$ cat config.mk
export PLATFORM = sky130hd
export DESIGN_NAME = kbc_cmd_decoder
export DESIGN_NICKNAME = d
export VERILOG_FILES = /design/src/rtl/kbc_pkg.sv /design/src/rtl/kbc_reply_fifo.sv /design/src/rtl/kbc_cmd_decode.sv /design/src/rtl/kbc_cmd_decoder.sv
export SDC_FILE = /design/constraint.sdc
export NUM_CORES = 1
export LEC_CHECK = 0
export BUFFER_PORTS_ARGS = -buffer_cell sky130_fd_sc_hd__buf_2
export CORE_ASPECT_RATIO = 0.6
export CORE_UTILIZATION = 49
export CTS_BUF_LIST = sky130_fd_sc_hd__clkbuf_16
export CTS_CLUSTER_DIAMETER = 80
export DETAILED_ROUTE_END_ITERATION = 12
export GPL_TIMING_DRIVEN = 0
export PLACE_DENSITY = 0.66
export SLEW_MARGIN = 20
export SYNTH_ARGS = -nofsm -noshare
export SYNTH_HDL_FRONTEND = slang
export SYNTH_SLANG_ARGS = --single-unit
$ cat constraint.sdc
create_clock -name clk -period 4 [get_ports clk]
set_input_delay 0.4 -clock clk [delete_from_list [all_inputs] [get_ports clk]]
set_output_delay 0.4 -clock clk [all_outputs]
set_load 0.005 [all_outputs]
$ cat src/rtl/kbc_pkg.sv
`timescale 1ns/1ps
package kbc_pkg;

   localparam logic [7:0] CMD_RD_MODE   = 8'h20;
   localparam logic [7:0] CMD_WR_MODE   = 8'h60;
   localparam logic [7:0] CMD_AUX_OFF   = 8'hA7;
   localparam logic [7:0] CMD_AUX_ON    = 8'hA8;
   localparam logic [7:0] CMD_AUX_TEST  = 8'hA9;
   localparam logic [7:0] CMD_SELF_TEST = 8'hAA;
   localparam logic [7:0] CMD_KBD_TEST  = 8'hAB;
   localparam logic [7:0] CMD_KBD_OFF   = 8'hAD;
   localparam logic [7:0] CMD_KBD_ON    = 8'hAE;
   localparam logic [7:0] CMD_RD_INPUT  = 8'hC0;
   localparam logic [7:0] CMD_RD_OUTP   = 8'hD0;
   localparam logic [7:0] CMD_WR_OUTP   = 8'hD1;
   localparam logic [7:0] CMD_WR_KBUF   = 8'hD2;
   localparam logic [7:0] CMD_WR_ABUF   = 8'hD3;
   localparam logic [7:0] CMD_WR_MOUSE  = 8'hD4;

   localparam int MB_KIRQ = 0;
   localparam int MB_AIRQ = 1;
   localparam int MB_KDIS = 4;
   localparam int MB_ADIS = 5;
   localparam int MB_XLAT = 6;

   localparam int SB_OBF  = 0;
   localparam int SB_SELF = 2;
   localparam int SB_CMD  = 3;
   localparam int SB_UNLK = 4;
   localparam int SB_AOBF = 5;

   localparam logic [7:0] MODE_RST  = 8'h03;
   localparam logic [7:0] PASS_BYTE = 8'h55;

   typedef enum logic [2:0] {
      LAT_NONE, LAT_MODE, LAT_OUTP, LAT_KBUF, LAT_ABUF, LAT_MOUSE
   } latch_e;

   typedef enum logic [2:0] {
      RPL_NONE, RPL_MODE, RPL_OUTP, RPL_ZERO, RPL_PASS
   } reply_e;

   typedef struct packed {
      latch_e     latch;
      reply_e     reply;
      logic       selftest;
      logic [7:0] mode_set;
      logic [7:0] mode_clr;
      logic       unsup;
   } cmd_dec_t;

endpackage

$ cat src/rtl/kbc_reply_fifo.sv
`timescale 1ns/1ps
module kbc_reply_fifo #(
   parameter int DW    = 8,
   parameter int DEPTH = 16
) (
   input  logic          clk,
   input  logic          rst_n,
   input  logic          push,
   input  logic [DW-1:0] din,
   input  logic          pop,
   output logic [DW-1:0] head,
   output logic          empty,
   output logic          drop
);
   localparam int AW = (DEPTH > 1) ? $clog2(DEPTH) : 1;
   localparam logic [AW:0] FULL_CNT = (AW+1)'(DEPTH);

   generate
      if (DEPTH < 2 || (1 << AW) != DEPTH) begin : g_bad_depth
         $error("kbc_reply_fifo: DEPTH must be a power of two, at least 2");
      end
   endgenerate

   logic [DW-1:0] mem [DEPTH];
   logic [AW-1:0] wp, rp;
   logic [AW:0]   cnt;
   logic          full, acc, do_pop;

   assign empty  = (cnt == '0);
   assign full   = (cnt == FULL_CNT);
   assign do_pop = pop & ~empty;
   assign acc    = push & (~full | do_pop);
   assign drop   = push & ~acc;
   assign head   = mem[rp];

   always_ff @(posedge clk) begin
      if (acc) mem[wp] <= din;
   end

   always_ff @(posedge clk) begin
      if (!rst_n) begin
         wp  <= '0;
         rp  <= '0;
         cnt <= '0;
      end else begin
         if (acc)    wp <= wp + 1'b1;
         if (do_pop) rp <= rp + 1'b1;
         case ({acc, do_pop})
            2'b10:   cnt <= cnt + 1'b1;
            2'b01:   cnt <= cnt - 1'b1;
            default: cnt <= cnt;
         endcase
      end
   end

   assert_no_overflow_R9: assert property (@(posedge clk) disable iff (!rst_n)
      cnt <= FULL_CNT);
   assert_drop_keeps_R9: assert property (@(posedge clk) disable iff (!rst_n)
      (push && full && !pop) |=> (cnt == FULL_CNT));

endmodule

$ cat src/rtl/kbc_cmd_decode.sv
`timescale 1ns/1ps
module kbc_cmd_decode
   import kbc_pkg::*;
(
   input  logic [7:0] code,
   output cmd_dec_t   dec
);
   always_comb begin
      dec          = '0;
      dec.latch    = LAT_NONE;
      dec.reply    = RPL_NONE;
      case (code)
         CMD_RD_MODE:   dec.reply = RPL_MODE;
         CMD_WR_MODE:   dec.latch = LAT_MODE;
         CMD_WR_OUTP:   dec.latch = LAT_OUTP;
         CMD_WR_KBUF:   dec.latch = LAT_KBUF;
         CMD_WR_ABUF:   dec.latch = LAT_ABUF;
         CMD_WR_MOUSE:  dec.latch = LAT_MOUSE;
         CMD_AUX_OFF:   dec.mode_set[MB_ADIS] = 1'b1;
         CMD_AUX_ON:    dec.mode_clr[MB_ADIS] = 1'b1;
         CMD_KBD_OFF:   dec.mode_set[MB_KDIS] = 1'b1;
         CMD_KBD_ON:    dec.mode_clr[MB_KDIS] = 1'b1;
         CMD_SELF_TEST: begin
            dec.selftest = 1'b1;
            dec.reply    = RPL_PASS;
         end
         CMD_AUX_TEST, CMD_KBD_TEST, CMD_RD_INPUT: dec.reply = RPL_ZERO;
         CMD_RD_OUTP:   dec.reply = RPL_OUTP;
         default:       dec.unsup = 1'b1;
      endcase
   end
endmodule

$ cat src/rtl/kbc_cmd_decoder.sv
`timescale 1ns/1ps
module kbc_cmd_decoder
   import kbc_pkg::*;
#(
   parameter int BYTE_W     = 8,
   parameter int FIFO_DEPTH = 16
) (
   input  logic              clk,
   input  logic              rst_n,
   input  logic              bus_wr,
   input  logic              bus_rd,
   input  logic              bus_sel,
   input  logic [BYTE_W-1:0] bus_wdata,
   output logic [BYTE_W-1:0] bus_rdata,
   input  logic [BYTE_W-1:0] outport_val,
   output logic              kbd_byte_stb,
   output logic [BYTE_W-1:0] kbd_byte,
   output logic              mouse_byte_stb,
   output logic [BYTE_W-1:0] mouse_byte,
   output logic              outport_wr_stb,
   output logic [BYTE_W-1:0] outport_wdata,
   output logic              xlate_en,
   output logic              irq_kbd,
   output logic              irq_aux,
   output logic              unsup_cmd,
   output logic              fifo_ovf
);
   localparam int NCH    = 2;
   localparam int CH_KBD = 0;
   localparam int CH_AUX = 1;

   generate
      if (BYTE_W != 8) begin : g_bad_width
         $error("kbc_cmd_decoder: command codes are bytes, BYTE_W must be 8");
      end
   endgenerate

   cmd_dec_t          dec;
   latch_e            latch_r;
   logic [7:0]        mode_r;
   logic              selftest_r, cmdflag_r;
   logic              cmd_wr, dat_wr, dat_rd;
   logic [7:0]        reply_val;
   logic [7:0]        status_w;
   logic [NCH-1:0]    f_push, f_pop, f_empty, f_drop;
   logic [BYTE_W-1:0] f_din  [NCH];
   logic [BYTE_W-1:0] f_head [NCH];

   assign cmd_wr = bus_wr &  bus_sel;
   assign dat_wr = bus_wr & ~bus_sel;
   assign dat_rd = bus_rd & ~bus_sel;

   kbc_cmd_decode u_dec (.code(bus_wdata), .dec(dec));

   always_comb begin
      case (dec.reply)
         RPL_MODE: reply_val = mode_r;
         RPL_OUTP: reply_val = outport_val;
         RPL_PASS: reply_val = PASS_BYTE;
         default:  reply_val = 8'h00;
      endcase
   end

   assign f_push[CH_KBD] = (cmd_wr && dec.reply != RPL_NONE) ||
                           (dat_wr && latch_r == LAT_KBUF);
   assign f_din[CH_KBD]  = cmd_wr ? reply_val : bus_wdata;
   assign f_push[CH_AUX] = dat_wr && latch_r == LAT_ABUF;
   assign f_din[CH_AUX]  = bus_wdata;
   assign f_pop[CH_KBD]  = dat_rd & ~f_empty[CH_KBD];
   assign f_pop[CH_AUX]  = dat_rd &  f_empty[CH_KBD] & ~f_empty[CH_AUX];

   generate
      for (genvar c = 0; c < NCH; c++) begin : g_ch
         kbc_reply_fifo #(.DW(BYTE_W), .DEPTH(FIFO_DEPTH)) u_fifo (
            .clk   (clk),
            .rst_n (rst_n),
            .push  (f_push[c]),
            .din   (f_din[c]),
            .pop   (f_pop[c]),
            .head  (f_head[c]),
            .empty (f_empty[c]),
            .drop  (f_drop[c])
         );
      end
   endgenerate

   always_ff @(posedge clk) begin
      if (!rst_n) begin
         mode_r     <= MODE_RST;
         latch_r    <= LAT_NONE;
         selftest_r <= 1'b0;
         cmdflag_r  <= 1'b1;
      end else if (cmd_wr) begin
         mode_r    <= (mode_r | dec.mode_set) & ~dec.mode_clr;
         cmdflag_r <= 1'b1;
         if (dec.latch != LAT_NONE) latch_r <= dec.latch;
         if (dec.selftest) selftest_r <= 1'b1;
      end else if (dat_wr) begin
         cmdflag_r <= 1'b0;
         latch_r   <= LAT_NONE;
         if (latch_r == LAT_MODE) mode_r <= bus_wdata;
      end
   end

   always_ff @(posedge clk) begin
      if (!rst_n) begin
         kbd_byte_stb   <= 1'b0;
         mouse_byte_stb <= 1'b0;
         outport_wr_stb <= 1'b0;
         unsup_cmd      <= 1'b0;
         fifo_ovf       <= 1'b0;
         kbd_byte       <= '0;
         mouse_byte     <= '0;
         outport_wdata  <= '0;
      end else begin
         kbd_byte_stb   <= dat_wr && latch_r == LAT_NONE;
         mouse_byte_stb <= dat_wr && latch_r == LAT_MOUSE;
         outport_wr_stb <= dat_wr && latch_r == LAT_OUTP;
         unsup_cmd      <= cmd_wr && dec.unsup;
         fifo_ovf       <= |f_drop;
         if (dat_wr) begin
            kbd_byte      <= bus_wdata;
            mouse_byte    <= bus_wdata;
            outport_wdata <= bus_wdata;
         end
      end
   end

   always_comb begin
      status_w          = '0;
      status_w[SB_OBF]  = ~(&f_empty);
      status_w[SB_SELF] = selftest_r;
      status_w[SB_CMD]  = cmdflag_r;
      status_w[SB_UNLK] = 1'b1;
      status_w[SB_AOBF] = f_empty[CH_KBD] & ~f_empty[CH_AUX];
   end

   always_comb begin
      if (bus_sel)                bus_rdata = status_w;
      else if (!f_empty[CH_KBD])  bus_rdata = f_head[CH_KBD];
      else if (!f_empty[CH_AUX])  bus_rdata = f_head[CH_AUX];
      else                        bus_rdata = '0;
   end

   assign xlate_en = mode_r[MB_XLAT];
   assign irq_kbd  = ~f_empty[CH_KBD] & mode_r[MB_KIRQ] & ~mode_r[MB_KDIS];
   assign irq_aux  = status_w[SB_AOBF] & mode_r[MB_AIRQ];

   assert_latch_clear_R3: assert property (@(posedge clk) disable iff (!rst_n)
      dat_wr |=> (latch_r == LAT_NONE));
   assert_unsup_src_R8: assert property (@(posedge clk) disable iff (!rst_n)
      unsup_cmd |-> $past(cmd_wr));
   assert_unsup_mode_R8: assert property (@(posedge clk) disable iff (!rst_n)
      (cmd_wr && dec.unsup) |=> $stable(mode_r));
   assert_unsup_latch_R8: assert property (@(posedge clk) disable iff (!rst_n)
      (cmd_wr && dec.unsup) |=> $stable(latch_r));
   assert_irq_excl_R11: assert property (@(posedge clk) disable iff (!rst_n)
      !(irq_kbd && irq_aux));
   assert_cmdflag_R12: assert property (@(posedge clk) disable iff (!rst_n)
      dat_wr |=> !status_w[SB_CMD]);

endmodule

==> run_summary.xml, run 1 <==
<?xml version="1.0" encoding="UTF-8"?>
<metrics>
  <group name="worst_setup_path">
    <metric name="cp_cell_sequence" unit="">clkbuf_1 &gt; buf_1 &gt; mux4_2 &gt; a22oi_1 &gt; nand3_1 &gt; a221oi_1 &gt; a21oi_1 &gt; buf_2</metric>
    <metric name="criticalPathCategory" unit="">reg -&gt; out</metric>
    <metric name="timing.critical_path.from_type" unit="">flop</metric>
    <metric name="timing.critical_path.slowest_cell_delay" unit="ps">710</metric>
    <metric name="crit_path_top_delay_cell" unit="">sky130_fd_sc_hd__buf_1</metric>
    <metric name="r2r-end" unit="">g_ch[1].u_fifo.cnt[4]$_SDFFE_PN0P_</metric>
    <metric name="reg2reg_setup_slack" unit="ps">390</metric>
    <metric name="cp_delay_by_family_top" unit="">buffers and inverters</metric>
    <metric name="r2r_start" unit="">g_ch[1].u_fifo.cnt[2]$_SDFFE_PN0P_</metric>
    <metric name="end_kind" unit="">output port</metric>
    <metric name="required_time_of_the_critical_path" unit="ps">3600</metric>
    <metric name="worst-endpoint-arrival" unit="ps">3560</metric>
    <metric name="timing.critical_path.fanout_max" unit="">10</metric>
    <metric name="cp.buffers_inverters" unit="">3</metric>
    <metric name="worst-r2r-cell-count" unit="">13</metric>
  </group>
  <group name="yosys">
    <metric name="netlist_instances" unit="">827</metric>
    <metric name="synth.cells.most_frequent" unit="">sky130_fd_sc_hd__edfxtp_1, sky130_fd_sc_hd__mux4_2, sky130_fd_sc_hd__dfxtp_1, sky130_fd_sc_hd__nand2_1, sky130_fd_sc_hd__nor2_1</metric>
    <metric name="post_synthesis_sequential_area_ratio" unit="%">67.1</metric>
    <metric name="mappedNetlistArea" unit="sq mm">0.0133</metric>
    <metric name="yosys-top-cells-area" unit="">sky130_fd_sc_hd__edfxtp_1, sky130_fd_sc_hd__mux4_2, sky130_fd_sc_hd__dfxtp_1</metric>
    <metric name="synth.yosys.warnings" unit="">0</metric>
    <metric name="synthDominantCellAreaShare" unit="%">58.0</metric>
    <metric name="postSynth.asyncResetShare" unit="%">0</metric>
    <metric name="synth_fp_nets" unit="">867</metric>
    <metric name="most_frequent_cell_after_synthesis" unit="">sky130_fd_sc_hd__edfxtp_1</metric>
    <metric name="synth_seq_cells" unit="">316</metric>
    <metric name="synth-edff-count" unit="">256</metric>
    <metric name="synthDominantAreaCellType" unit="">sky130_fd_sc_hd__edfxtp_1</metric>
    <metric name="synth_area_per_cell" unit="sq um">16.0</metric>
    <metric name="count_of_distinct_cell_types_in_the_synthesized_netlist" unit="">63</metric>
    <metric name="synth_flop_cell" unit="">sky130_fd_sc_hd__edfxtp_1</metric>
  </group>
  <group name="power_and_ir_drop">
    <metric name="cellPowerDensity" unit="mW/mm^2">431</metric>
    <metric name="switching_share" unit="%">20.8</metric>
    <metric name="internal_power" unit="mW">5.13</metric>
    <metric name="power.net_switching" unit="mW">1.35</metric>
    <metric name="power.total" unit="mW">6.48</metric>
    <metric name="leak_pwr" unit="nW">5.05</metric>
    <metric name="clockPowerShare" unit="%">42.1</metric>
    <metric name="combPwrFrac" unit="%">2.9</metric>
    <metric name="seq_power_share" unit="%">55.1</metric>
    <metric name="ir_worst_vdd" unit="mV">0.237</metric>
  </group>
  <group name="placed_design">
    <metric name="port_buffers" unit="">58</metric>
    <metric name="place_congestion" unit="">0.967</metric>
    <metric name="half_perimeter_wire_length_after_detailed_placement" unit="um">22100</metric>
    <metric name="dp_slack" unit="ps">326</metric>
    <metric name="placed_cell_areas" unit="sq mm">0.0141</metric>
  </group>
  <group name="timing">
    <metric name="setup_viol" unit="">0</metric>
    <metric name="worst_pin_slew" unit="ps">1110</metric>
    <metric name="finalClockSkew" unit="ps">9.12</metric>
    <metric name="timing.final.crit_period" unit="ps">3960</metric>
    <metric name="post-route-worst-setup-slack" unit="ps">39.2</metric>
    <metric name="hold_viol_final" unit="">0</metric>
    <metric name="max_freq" unit="MHz">252</metric>
    <metric name="grt_setup_unrepaired" unit="">no</metric>
    <metric name="timing.max_slew.rel_slack" unit="%">25.6</metric>
    <metric name="final-max-slew-violation-count" unit="">0</metric>
    <metric name="post-route-period-util" unit="%">99.0</metric>
  </group>
  <group name="grt">
    <metric name="global_route_wire_length_before_repair" unit="um">47100</metric>
    <metric name="grt_remaining_overflow" unit="">0</metric>
    <metric name="track_usage" unit="%">23.4</metric>
    <metric name="first_global_vias" unit="">7315</metric>
    <metric name="grt_start_max_net_pins" unit="">26</metric>
    <metric name="grt_antenna_before_repair" unit="">0</metric>
  </group>
  <group name="status">
    <metric name="outcome" unit="">finished, final reports clean</metric>
  </group>
  <group name="die">
    <metric name="die_area" unit="sq mm">0.0277</metric>
    <metric name="starting_utilization_of_the_core_area" unit="%">50.1</metric>
    <metric name="fp.dieH" unit="um">129</metric>
    <metric name="core_area" unit="sq mm">0.0265</metric>
    <metric name="floorplan.die.width" unit="um">214</metric>
    <metric name="row_count" unit="">46</metric>
    <metric name="boundaryPins" unit="">61</metric>
  </group>
  <group name="layout">
    <metric name="nNetsFinal" unit="">964</metric>
    <metric name="drive_above_1_share" unit="%">24.6</metric>
    <metric name="post-route-util" unit="%">56.8</metric>
    <metric name="areaGrowthSynthToFinish" unit="%">13.4</metric>
    <metric name="fin_area" unit="sq mm">0.0150</metric>
    <metric name="diodes_inserted" unit="">0</metric>
    <metric name="num-fill-cells" unit="">2102</metric>
  </group>
  <group name="drt">
    <metric name="avgRoutedWirePerCell" unit="um">24.3</metric>
    <metric name="iteration_count_of_the_initial_detailed_routing_pass" unit="">5</metric>
    <metric name="dr_total_vias" unit="">7688</metric>
    <metric name="routed_via_density" unit="">5.88</metric>
    <metric name="route.detailed.drc" unit="">0</metric>
    <metric name="drt.antenna.violating_nets" unit="">0</metric>
    <metric name="wl" unit="um">31700</metric>
    <metric name="detail_route.iter0.violations" unit="">972</metric>
  </group>
  <group name="min_path">
    <metric name="min-delay-start" unit="">bus_wr</metric>
    <metric name="hp-class" unit="">in -&gt; reg</metric>
    <metric name="worstHoldEndpoint" unit="">cmdflag_r$_SDFFE_PP1P_</metric>
    <metric name="worstHoldPathCells" unit="">2</metric>
  </group>
  <group name="job">
    <metric name="drv_cap" unit="">0</metric>
  </group>
  <group name="clock_network">
    <metric name="tritoncts.num_buffers" unit="">29</metric>
    <metric name="cts_hold_buf" unit="">0</metric>
    <metric name="cts_max_level" unit="">1</metric>
    <metric name="clk_pin_slew_worst_paths" unit="ps">60</metric>
    <metric name="clock_sink_count" unit="">316</metric>
    <metric name="clock_tree.root_cell" unit="">sky130_fd_sc_hd__clkbuf_16</metric>
    <metric name="clock_insertion_delay_worst_skew" unit="ps">570</metric>
    <metric name="cts_tree" unit="">built</metric>
    <metric name="worst_case_clock_buffer_depth" unit="">3</metric>
  </group>
</metrics>
## worst register-to-register path, cell delays in order (launching register included)
cell	delay (ps)
sky130_fd_sc_hd__dfxtp_1	330
sky130_fd_sc_hd__nor4_2	710
sky130_fd_sc_hd__o311ai_2	240
sky130_fd_sc_hd__and2_1	210
sky130_fd_sc_hd__buf_2	150
sky130_fd_sc_hd__inv_1	90
sky130_fd_sc_hd__ha_1	220
sky130_fd_sc_hd__inv_1	100
sky130_fd_sc_hd__fa_1	400
sky130_fd_sc_hd__nor2b_1	160
sky130_fd_sc_hd__o21ai_0	140
sky130_fd_sc_hd__and3_1	220
sky130_fd_sc_hd__or4_1	390
sky130_fd_sc_hd__a21oi_1	160
## metal layers
| metal | global-route usage [%] | wire length [um] |
|---|---|---|
| met5 | 0 | 0 |
| met4 | 3.70 | 395 |
| met3 | 7.07 | 3660 |
| met2 | 29.8 | 12200 |
| met1 | 38.8 | 15500 |
## power by group through the flow
stage                     logic (mW)  clock network (mW)  registers [mW]
after detailed placement       0.180                   0            3.64
after floorplan               0.0880                   0            3.64
after global placement         0.174                   0            3.64
after global routing           0.199                2.87            3.56
after CTS                      0.181                2.75            3.57
final                          0.186                2.72            3.57
## cell families (layout without fill, tap and decap cells)
family	Yosys count	after routing	share of synthesized area, %
multiplexers	95	95	14.2
flip-flops	316	316	67.1
XOR/XNOR	16	16	1.06
AND/OR/NAND/NOR	195	195	7.49
AO/OA/AOI/OAI	103	103	5.39
adder cells (fa/ha/maj)	19	19	1.91
buffers and inverters	83	203	2.93
## cell usage in the layout, fill, tap and decap left out, types with 5 or more instances in the layout
cell / n
sky130_fd_sc_hd__a21o_1: 5
sky130_fd_sc_hd__a21oi_1: 33
sky130_fd_sc_hd__a221oi_1: 6
sky130_fd_sc_hd__a22o_1: 6
sky130_fd_sc_hd__a22oi_1: 6
sky130_fd_sc_hd__and2_1: 9
sky130_fd_sc_hd__and3_1: 18
sky130_fd_sc_hd__buf_1: 8
sky130_fd_sc_hd__buf_2: 71
sky130_fd_sc_hd__buf_4: 23
sky130_fd_sc_hd__clkbuf_1: 20
sky130_fd_sc_hd__clkbuf_16: 29
sky130_fd_sc_hd__clkinv_2: 7
sky130_fd_sc_hd__dfxtp_1: 60
sky130_fd_sc_hd__edfxtp_1: 256
sky130_fd_sc_hd__ha_1: 17
sky130_fd_sc_hd__inv_1: 31
sky130_fd_sc_hd__mux2i_1: 20
sky130_fd_sc_hd__mux4_2: 74
sky130_fd_sc_hd__nand2_1: 51
sky130_fd_sc_hd__nand2b_1: 7
sky130_fd_sc_hd__nand3_1: 18
sky130_fd_sc_hd__nor2_1: 44
sky130_fd_sc_hd__nor2b_1: 10
sky130_fd_sc_hd__nor3_1: 6
sky130_fd_sc_hd__nor3_2: 6
sky130_fd_sc_hd__o21ai_0: 9
sky130_fd_sc_hd__o21ai_1: 5
sky130_fd_sc_hd__xnor2_1: 8
sky130_fd_sc_hd__xor2_1: 8
## sequential cells by signal, summed over array words and instances (netlist names), 3 cells and up, named ones only
| register | flops |
|---|---|
| g_ch.u_fifo.mem | 256 |
| g_ch.u_fifo.wp | 8 |
| latch_r | 3 |
| g_ch.u_fifo.rp | 8 |
| outport_wdata | 8 |
| mode_r | 8 |
| g_ch.u_fifo.cnt | 10 |
## repair_timing
item                       in CTS  in global routing
buffers inserted                0                  0
setup endpoints to repair       0                  2
gates resized for setup         0                  4
## worst max-delay path by stage
stage	endpoint	slack, ps	cells after the start
5_1_grt	bus_rdata[3]	20	8
6_report	bus_rdata[3]	40	8
3_3_place_gp	g_ch[0].u_fifo.mem[3][0]$_DFFE_PP_	-490	6
4_1_cts	bus_rdata[0]	9	8
2_1_floorplan	g_ch[1].u_fifo.cnt[4]$_SDFFE_PN0P_	860	12
3_5_place_dp	g_ch[0].u_fifo.mem[11][4]$_DFFE_PP_	330	6
## through the flow
stage          TNS [ps]  hold slack [ps]  cells
2_1_floorplan         0              436    827
3_3_place_gp     -20080              446   1245
3_5_place_dp          0              451   1253
4_1_cts               0              197   1307
5_1_grt               0              253   1307
6_report              0              235   1307
## layout make-up
| cell class | count | area, sq um | area share (%) |
|---|---|---|---|
| flip-flops and latches | 316 | 8890 | 59.1 |
| multi-input cells | 428 | 4030 | 26.8 |
| inverters | 25 | 93.8 | 0.624 |
| repair buffers | 66 | 354 | 2.36 |
| clock inverters | 25 | 199 | 1.32 |
| clock buffers | 29 | 726 | 4.83 |
| well taps | 360 | 450 | 3.00 |
| plain buffers | 58 | 295 | 1.96 |
Note: power is estimated with default switching activity, not from simulation.
==> inputs of run 2 (changes only) <==
- PLACE_DENSITY: 0.66 -> 0.74
==> run 2 against run 1 <==
Effect of this change: sequential power is essentially flat; core utilization shrank 0.15 points; die area is the same; clock skew grew 10 ps; sequential share of layout area grew 0.15 points; largest power group unchanged; critical endpoint is now bus_rdata[5]; wire length shrank 3.2%; via count grew 0.70%.
==> run_summary.xml, run 2 (synthesis gave the netlist of run 1 again) <==
<?xml version="1.0" encoding="UTF-8"?>
<metrics>
  <group name="drt">
    <metric name="iteration_count_of_the_initial_detailed_routing_pass" unit="">5</metric>
    <metric name="avgRoutedWirePerCell" unit="um">23.5</metric>
    <metric name="route.detailed.drc" unit="">0</metric>
    <metric name="routed_via_density" unit="">5.92</metric>
    <metric name="detail_route.iter0.violations" unit="">1037</metric>
    <metric name="wl" unit="um">30700</metric>
    <metric name="dr_total_vias" unit="">7742</metric>
    <metric name="drt.antenna.violating_nets" unit="">0</metric>
  </group>
  <group name="worst_setup_path">
    <metric name="cp.buffers_inverters" unit="">1</metric>
    <metric name="cp_delay_by_family_top" unit="">compound AO/OA/AOI/OAI gates</metric>
    <metric name="criticalPathCategory" unit="">reg -&gt; out</metric>
    <metric name="reg2reg_setup_slack" unit="ps">440</metric>
    <metric name="worst-endpoint-arrival" unit="ps">3350</metric>
    <metric name="timing.critical_path.slowest_cell_delay" unit="ps">650</metric>
    <metric name="worst-r2r-cell-count" unit="">13</metric>
    <metric name="required_time_of_the_critical_path" unit="ps">3600</metric>
    <metric name="r2r_start" unit="">g_ch[1].u_fifo.cnt[2]$_SDFFE_PN0P_</metric>
    <metric name="r2r-end" unit="">g_ch[1].u_fifo.cnt[4]$_SDFFE_PN0P_</metric>
    <metric name="timing.critical_path.fanout_max" unit="">10</metric>
    <metric name="timing.critical_path.from_type" unit="">flop</metric>
    <metric name="crit_top_cell" unit="">sky130_fd_sc_hd__o21ai_0</metric>
    <metric name="crit_path_top_delay_cell" unit="">sky130_fd_sc_hd__a21oi_2</metric>
    <metric name="cp_cell_sequence" unit="">nor4_2 &gt; nand2_1 &gt; a21oi_2 &gt; o21ai_0 &gt; o21ai_0 &gt; buf_2</metric>
    <metric name="end_kind" unit="">output port</metric>
  </group>
  <group name="die">
    <metric name="fp.dieH" unit="um">129</metric>
    <metric name="core_area" unit="sq mm">0.0265</metric>
    <metric name="floorplan.die.width" unit="um">214</metric>
    <metric name="boundaryPins" unit="">61</metric>
    <metric name="die_area" unit="sq mm">0.0277</metric>
    <metric name="row_count" unit="">46</metric>
    <metric name="starting_utilization_of_the_core_area" unit="%">50.1</metric>
  </group>
  <group name="timing">
    <metric name="finalClockSkew" unit="ps">19.1</metric>
    <metric name="grt_setup_unrepaired" unit="">no</metric>
    <metric name="setup_viol" unit="">0</metric>
    <metric name="max_freq" unit="MHz">267</metric>
    <metric name="hold_viol_final" unit="">0</metric>
    <metric name="worst_pin_slew" unit="ps">1060</metric>
    <metric name="post-route-period-util" unit="%">93.7</metric>
    <metric name="timing.final.crit_period" unit="ps">3750</metric>
    <metric name="final.hold.worst_slack" unit="ps">246</metric>
    <metric name="final-max-slew-violation-count" unit="">0</metric>
    <metric name="timing.max_slew.rel_slack" unit="%">29.3</metric>
  </group>
  <group name="min_path">
    <metric name="worstHoldEndpoint" unit="">g_ch[1].u_fifo.mem[6][3]$_DFFE_PP_</metric>
    <metric name="worstHoldPathCells" unit="">1</metric>
    <metric name="min-delay-start" unit="">bus_wdata[3]</metric>
    <metric name="hp-class" unit="">in -&gt; reg</metric>
  </group>
  <group name="clock_network">
    <metric name="clock_sink_count" unit="">316</metric>
    <metric name="worst_case_clock_buffer_depth" unit="">3</metric>
    <metric name="buffer_count_from_post_cts_setup_fixing" unit="">0</metric>
    <metric name="clock_insertion_delay_worst_skew" unit="ps">550</metric>
    <metric name="clk_pin_slew_worst_paths" unit="ps">70</metric>
    <metric name="cts_max_level" unit="">1</metric>
    <metric name="clock_tree.root_cell" unit="">sky130_fd_sc_hd__clkbuf_16</metric>
    <metric name="cts_hold_buf" unit="">0</metric>
    <metric name="cts-resized-gates" unit="">0</metric>
    <metric name="tritoncts.num_buffers" unit="">29</metric>
    <metric name="cts_tree" unit="">built</metric>
  </group>
  <group name="power_and_ir_drop">
    <metric name="internal_power" unit="mW">5.06</metric>
    <metric name="clockPowerShare" unit="%">41.1</metric>
    <metric name="switching_share" unit="%">20.5</metric>
    <metric name="seq_power_share" unit="%">56.0</metric>
    <metric name="combPwrFrac" unit="%">2.9</metric>
    <metric name="power.total" unit="mW">6.37</metric>
    <metric name="cellPowerDensity" unit="mW/mm^2">425</metric>
    <metric name="leak_pwr" unit="nW">5.04</metric>
    <metric name="power.net_switching" unit="mW">1.30</metric>
    <metric name="ir_worst_vdd" unit="mV">0.317</metric>
  </group>
  <group name="grt">
    <metric name="grt_start_max_net_pins" unit="">26</metric>
    <metric name="first_global_vias" unit="">7466</metric>
    <metric name="global_route_wire_length_before_repair" unit="um">46300</metric>
    <metric name="track_usage" unit="%">22.6</metric>
    <metric name="grt_remaining_overflow" unit="">0</metric>
    <metric name="grt_antenna_before_repair" unit="">0</metric>
  </group>
  <group name="placed_design">
    <metric name="place_congestion" unit="">0.937</metric>
    <metric name="half_perimeter_wire_length_after_detailed_placement" unit="um">21500</metric>
    <metric name="port_buffers" unit="">58</metric>
  </group>
  <group name="layout">
    <metric name="areaGrowthSynthToFinish" unit="%">13.1</metric>
    <metric name="post-route-util" unit="%">56.6</metric>
    <metric name="highest_count_cells_in_the_layout_ignoring_fill_and_taps" unit="">sky130_fd_sc_hd__edfxtp_1, sky130_fd_sc_hd__mux4_2, sky130_fd_sc_hd__buf_2, sky130_fd_sc_hd__dfxtp_1, sky130_fd_sc_hd__nand2_1</metric>
    <metric name="drive_above_1_share" unit="%">24.2</metric>
    <metric name="register_ranked_first_by_flip_flop_count" unit="">g_ch.u_fifo.mem</metric>
    <metric name="diodes_inserted" unit="">0</metric>
    <metric name="largest_registers" unit="">g_ch.u_fifo.mem x256, g_ch.u_fifo.cnt x10</metric>
    <metric name="largest_register_ff_count" unit="">256</metric>
    <metric name="nNetsFinal" unit="">964</metric>
    <metric name="layout.cells.most_common" unit="">sky130_fd_sc_hd__edfxtp_1</metric>
  </group>
  <group name="job">
    <metric name="drv_cap" unit="">0</metric>
  </group>
  <group name="status">
    <metric name="outcome" unit="">finished, final reports clean</metric>
  </group>
</metrics>
## run 2: cell count changes in the layout (fill, tap and decap cells not counted), sizes merged
| cell | change |
|---|---|
| inv | +3 |
| clkinvlp | -2 |
| buf | -1 |
| bufinv | -1 |
| clkbuf | +1 |
## run 2: power groups by stage
stage          sequential (mW)  clock [mW]  combinational, mW
2_1_floorplan             3.64           0             0.0880
6_report                  3.57        2.61              0.184
5_1_grt                   3.56        2.77              0.197
4_1_cts                   3.57        2.65              0.178
3_5_place_dp              3.64           0              0.178
3_3_place_gp              3.64           0              0.168
## run 2: per-layer routing
metal | wire, um | track usage (%) | vias up
met5 | 0 | 0 | -
met4 | 413 | 4.16 | 0
met3 | 3460 | 6.92 | 38
met2 | 12600 | 30.6 | 402
met1 | 14300 | 35.7 | 3897
li1 | - | - | 3405
## run 2: per-stage QoR
stage	instances	cell area (sq um)	TNS, ps	setup WS (ps)
6_report	1307	15000	0	251
5_1_grt	1307	15000	0	54.6
4_1_cts	1307	15000	0	156
3_5_place_dp	1253	14100	0	308
3_3_place_gp	1245	14000	-7870	-204
2_1_floorplan	827	13300	0	864
## run 2: final cells by class
class	instances	area [sq um]
Fill cell	2046	11500
Sequential cell	316	8890
Multi-Input combinational cell	428	4020
Clock buffer	29	726
Tap cell	360	450
Timing Repair Buffer	66	350
Buffer	58	297
Clock inverter	25	169
Inverter	25	93.8
## run 2: worst max-delay path by stage
stage	startpoint	end	slack [ps]	cells past startpoint
floorplan	g_ch[0].u_fifo.cnt[0]$_SDFFE_PN0P_	g_ch[1].u_fifo.cnt[4]$_SDFFE_PN0P_	860	12
global placement	bus_wdata[7]	g_ch[0].u_fifo.mem[6][0]$_DFFE_PP_	-200	6
detailed placement	bus_sel	g_ch[1].u_fifo.cnt[4]$_SDFFE_PN0P_	310	13
CTS	flop	bus_rdata[0]	160	8
global route	flop	bus_rdata[2]	50	8
finish	g_ch[0].u_fifo.cnt[0]$_SDFFE_PN0P_	bus_rdata[5]	250	6
==> inputs of run 3 (changes only) <==
- BUFFER_PORTS_ARGS: -buffer_cell sky130_fd_sc_hd__buf_2 -> -buffer_cell sky130_fd_sc_hd__buf_4
==> run 3 against run 2 <==
Effect of this change: worst setup slack got worse by 26 ps; sequential share of layout area fell by 0.68 points; via count is 0.21% lower; critical endpoint is now bus_rdata[2]; highest routed layer unchanged.
==> run_summary.xml, run 3 (synthesis gave the netlist of run 1 again) <==
<?xml version="1.0" encoding="UTF-8"?>
<metrics>
  <group name="worst_setup_path">
    <metric name="crit_top_cell" unit="">sky130_fd_sc_hd__mux2i_1</metric>
    <metric name="end_kind" unit="">output port</metric>
    <metric name="required_time_of_the_critical_path" unit="ps">3600</metric>
    <metric name="timing.critical_path.fanout_max" unit="">10</metric>
    <metric name="worst-endpoint-arrival" unit="ps">3370</metric>
    <metric name="timing.critical_path.slowest_cell_delay" unit="ps">650</metric>
    <metric name="timing.critical_path.from_type" unit="">flop</metric>
    <metric name="criticalPathCategory" unit="">reg -&gt; out</metric>
    <metric name="crit_path_top_delay_cell" unit="">sky130_fd_sc_hd__buf_1</metric>
    <metric name="reg2reg_setup_slack" unit="ps">470</metric>
    <metric name="cp_cell_sequence" unit="">clkbuf_1 &gt; buf_1 &gt; mux4_2 &gt; mux2i_1 &gt; mux2i_1 &gt; a221oi_1 &gt; a21oi_1 &gt; buf_4</metric>
  </group>
  <group name="layout">
    <metric name="highest_count_cells_in_the_layout_ignoring_fill_and_taps" unit="">sky130_fd_sc_hd__edfxtp_1, sky130_fd_sc_hd__buf_4, sky130_fd_sc_hd__mux4_2, sky130_fd_sc_hd__dfxtp_1, sky130_fd_sc_hd__nand2_1</metric>
    <metric name="areaGrowthSynthToFinish" unit="%">14.4</metric>
    <metric name="drive_above_1_share" unit="%">24.2</metric>
    <metric name="register_ranked_first_by_flip_flop_count" unit="">g_ch.u_fifo.mem</metric>
    <metric name="largest_registers" unit="">g_ch.u_fifo.mem x256, g_ch.u_fifo.cnt x10</metric>
    <metric name="non_filler_cells_in_the_finished_layout" unit="">1307</metric>
    <metric name="diodes_inserted" unit="">0</metric>
    <metric name="layout.cells.most_common" unit="">sky130_fd_sc_hd__edfxtp_1</metric>
    <metric name="largest_register_ff_count" unit="">256</metric>
    <metric name="nNetsFinal" unit="">964</metric>
  </group>
  <group name="die">
    <metric name="boundaryPins" unit="">61</metric>
    <metric name="floorplan.die.width" unit="um">214</metric>
    <metric name="core_area" unit="sq mm">0.0265</metric>
    <metric name="starting_utilization_of_the_core_area" unit="%">50.1</metric>
    <metric name="row_count" unit="">46</metric>
    <metric name="fp.dieH" unit="um">129</metric>
    <metric name="die_area" unit="sq mm">0.0277</metric>
  </group>
  <group name="grt">
    <metric name="grt_start_max_net_pins" unit="">26</metric>
    <metric name="grt_remaining_overflow" unit="">0</metric>
    <metric name="track_usage" unit="%">22.5</metric>
    <metric name="grt_antenna_before_repair" unit="">0</metric>
    <metric name="grt_util_met3" unit="%">6.64</metric>
    <metric name="global_route.peak_usage_layer" unit="">met1</metric>
    <metric name="grt.met1_usage" unit="%">36.2</metric>
    <metric name="first_global_vias" unit="">7384</metric>
    <metric name="met2_global_route_usage" unit="%">30.0</metric>
    <metric name="global_route_wire_length_before_repair" unit="um">46100</metric>
  </group>
  <group name="placed_design">
    <metric name="half_perimeter_wire_length_after_detailed_placement" unit="um">21400</metric>
    <metric name="port_buffers" unit="">58</metric>
    <metric name="place.detailed.instances" unit="">1253</metric>
    <metric name="place_congestion" unit="">0.935</metric>
  </group>
  <group name="power_and_ir_drop">
    <metric name="switching_share" unit="%">20.3</metric>
    <metric name="cellPowerDensity" unit="mW/mm^2">425</metric>
    <metric name="ir_worst_vdd" unit="mV">0.255</metric>
    <metric name="clockPowerShare" unit="%">41.6</metric>
    <metric name="seq_power_share" unit="%">55.3</metric>
    <metric name="power.net_switching" unit="mW">1.31</metric>
    <metric name="combPwrFrac" unit="%">3.1</metric>
    <metric name="leak_pwr" unit="nW">5.05</metric>
    <metric name="internal_power" unit="mW">5.14</metric>
  </group>
  <group name="drt">
    <metric name="dr_total_vias" unit="">7726</metric>
    <metric name="wl" unit="um">30700</metric>
    <metric name="detail_route.iter0.violations" unit="">1023</metric>
    <metric name="drt.antenna.violating_nets" unit="">0</metric>
    <metric name="iteration_count_of_the_initial_detailed_routing_pass" unit="">5</metric>
    <metric name="avgRoutedWirePerCell" unit="um">23.5</metric>
    <metric name="route.detailed.drc" unit="">0</metric>
    <metric name="routed_via_density" unit="">5.91</metric>
  </group>
  <group name="timing">
    <metric name="post-route-period-util" unit="%">94.4</metric>
    <metric name="grt_setup_unrepaired" unit="">no</metric>
    <metric name="setup_viol" unit="">0</metric>
    <metric name="max_freq" unit="MHz">265</metric>
    <metric name="final-max-slew-violation-count" unit="">0</metric>
    <metric name="finalClockSkew" unit="ps">9.54</metric>
    <metric name="hold_viol_final" unit="">0</metric>
    <metric name="final.hold.worst_slack" unit="ps">178</metric>
    <metric name="timing.max_slew.rel_slack" unit="%">27.3</metric>
    <metric name="timing.final.crit_period" unit="ps">3770</metric>
    <metric name="worst_pin_slew" unit="ps">1090</metric>
    <metric name="totalNegativeSetupSlack" unit="ps">0</metric>
  </group>
  <group name="clock_network">
    <metric name="cts_max_level" unit="">1</metric>
    <metric name="clock_sink_count" unit="">316</metric>
    <metric name="clock_insertion_delay_worst_skew" unit="ps">550</metric>
    <metric name="worst_case_clock_buffer_depth" unit="">3</metric>
    <metric name="tritoncts.num_buffers" unit="">29</metric>
    <metric name="cts-resized-gates" unit="">0</metric>
    <metric name="buffer_count_from_post_cts_setup_fixing" unit="">0</metric>
    <metric name="clock_tree.root_cell" unit="">sky130_fd_sc_hd__clkbuf_16</metric>
    <metric name="cts_tree" unit="">built</metric>
    <metric name="cts_hold_buf" unit="">0</metric>
    <metric name="clk_pin_slew_worst_paths" unit="ps">70</metric>
  </group>
  <group name="status">
    <metric name="outcome" unit="">finished, final reports clean</metric>
  </group>
  <group name="job">
    <metric name="drv_cap" unit="">0</metric>
  </group>
  <group name="min_path">
    <metric name="hp-class" unit="">in -&gt; reg</metric>
  </group>
</metrics>
==> run 3: cell count changes in the layout (fill, tap and decap cells not counted), moves of 2 or more <==
cell / before / now
sky130_fd_sc_hd__inv_2: 3 / 1
sky130_fd_sc_hd__buf_2: 71 / 13
sky130_fd_sc_hd__buf_4: 24 / 81
sky130_fd_sc_hd__inv_1: 31 / 29
sky130_fd_sc_hd__clkinv_1: 7 / 9
==> run 3: stage by stage <==
stage | instance area, sq um | power [mW] | utilization [%] | setup WS, ps
after global placement | 14100 | 3.82 | 53.4 | -148
after detailed placement | 14200 | 3.83 | 53.7 | 293
final | 15200 | 6.44 | 57.3 | 225
after CTS | 15100 | 6.47 | 57.2 | 171
after global routing | 15200 | 6.62 | 57.3 | 92.0
after floorplan | 13300 | 3.72 | - | 864
==> run 3: cell type report <==
class                      count  area (sq um)
fill                        2043         11300
timing repair buffer          66           499
clock inverter                25           193
tap                          360           450
multi-input combinational    428          4020
inverter                      25          93.8
clock buffer                  29           726
sequential                   316          8890
buffer                        58           295
==> run 3: worst paths after layout <==
check                                                        start                                 end  cells past startpoint
worst min-delay path                                        bus_wr              cmdflag_r$_SDFFE_PP1P_                      2
worst max-delay path                                          flop                        bus_rdata[2]                      8
worst min register to register              mode_r[3]$_SDFFE_PN0P_              mode_r[3]$_SDFFE_PN0P_                      2
worst max register to register  g_ch[1].u_fifo.cnt[2]$_SDFFE_PN0P_  g_ch[1].u_fifo.cnt[4]$_SDFFE_PN0P_                     13
==> run 3: layer usage <==
layer  share of wire [%]  vias to the layer above
met3                  11                       30
met1                  47                     3894
met5                   0                        -
li1                    -                     3411
met2                  41                      391
met4                 1.2                        0
==> run 3: critical path: cells and delay by family (launching register included) <==
family / cells / cell delay [ps]
compound gates: 2 / 530
buf+inv: 3 / 1300
flops: 1 / 310
mux: 3 / 680
==> run 3: power groups by stage <==
stage | registers (mW) | clock network [mW] | logic, mW
floorplan | 3.64 | 0 | 0.0880
global placement | 3.64 | 0 | 0.182
detailed placement | 3.64 | 0 | 0.190
CTS | 3.57 | 2.71 | 0.191
global route | 3.56 | 2.84 | 0.209
finish | 3.57 | 2.68 | 0.197
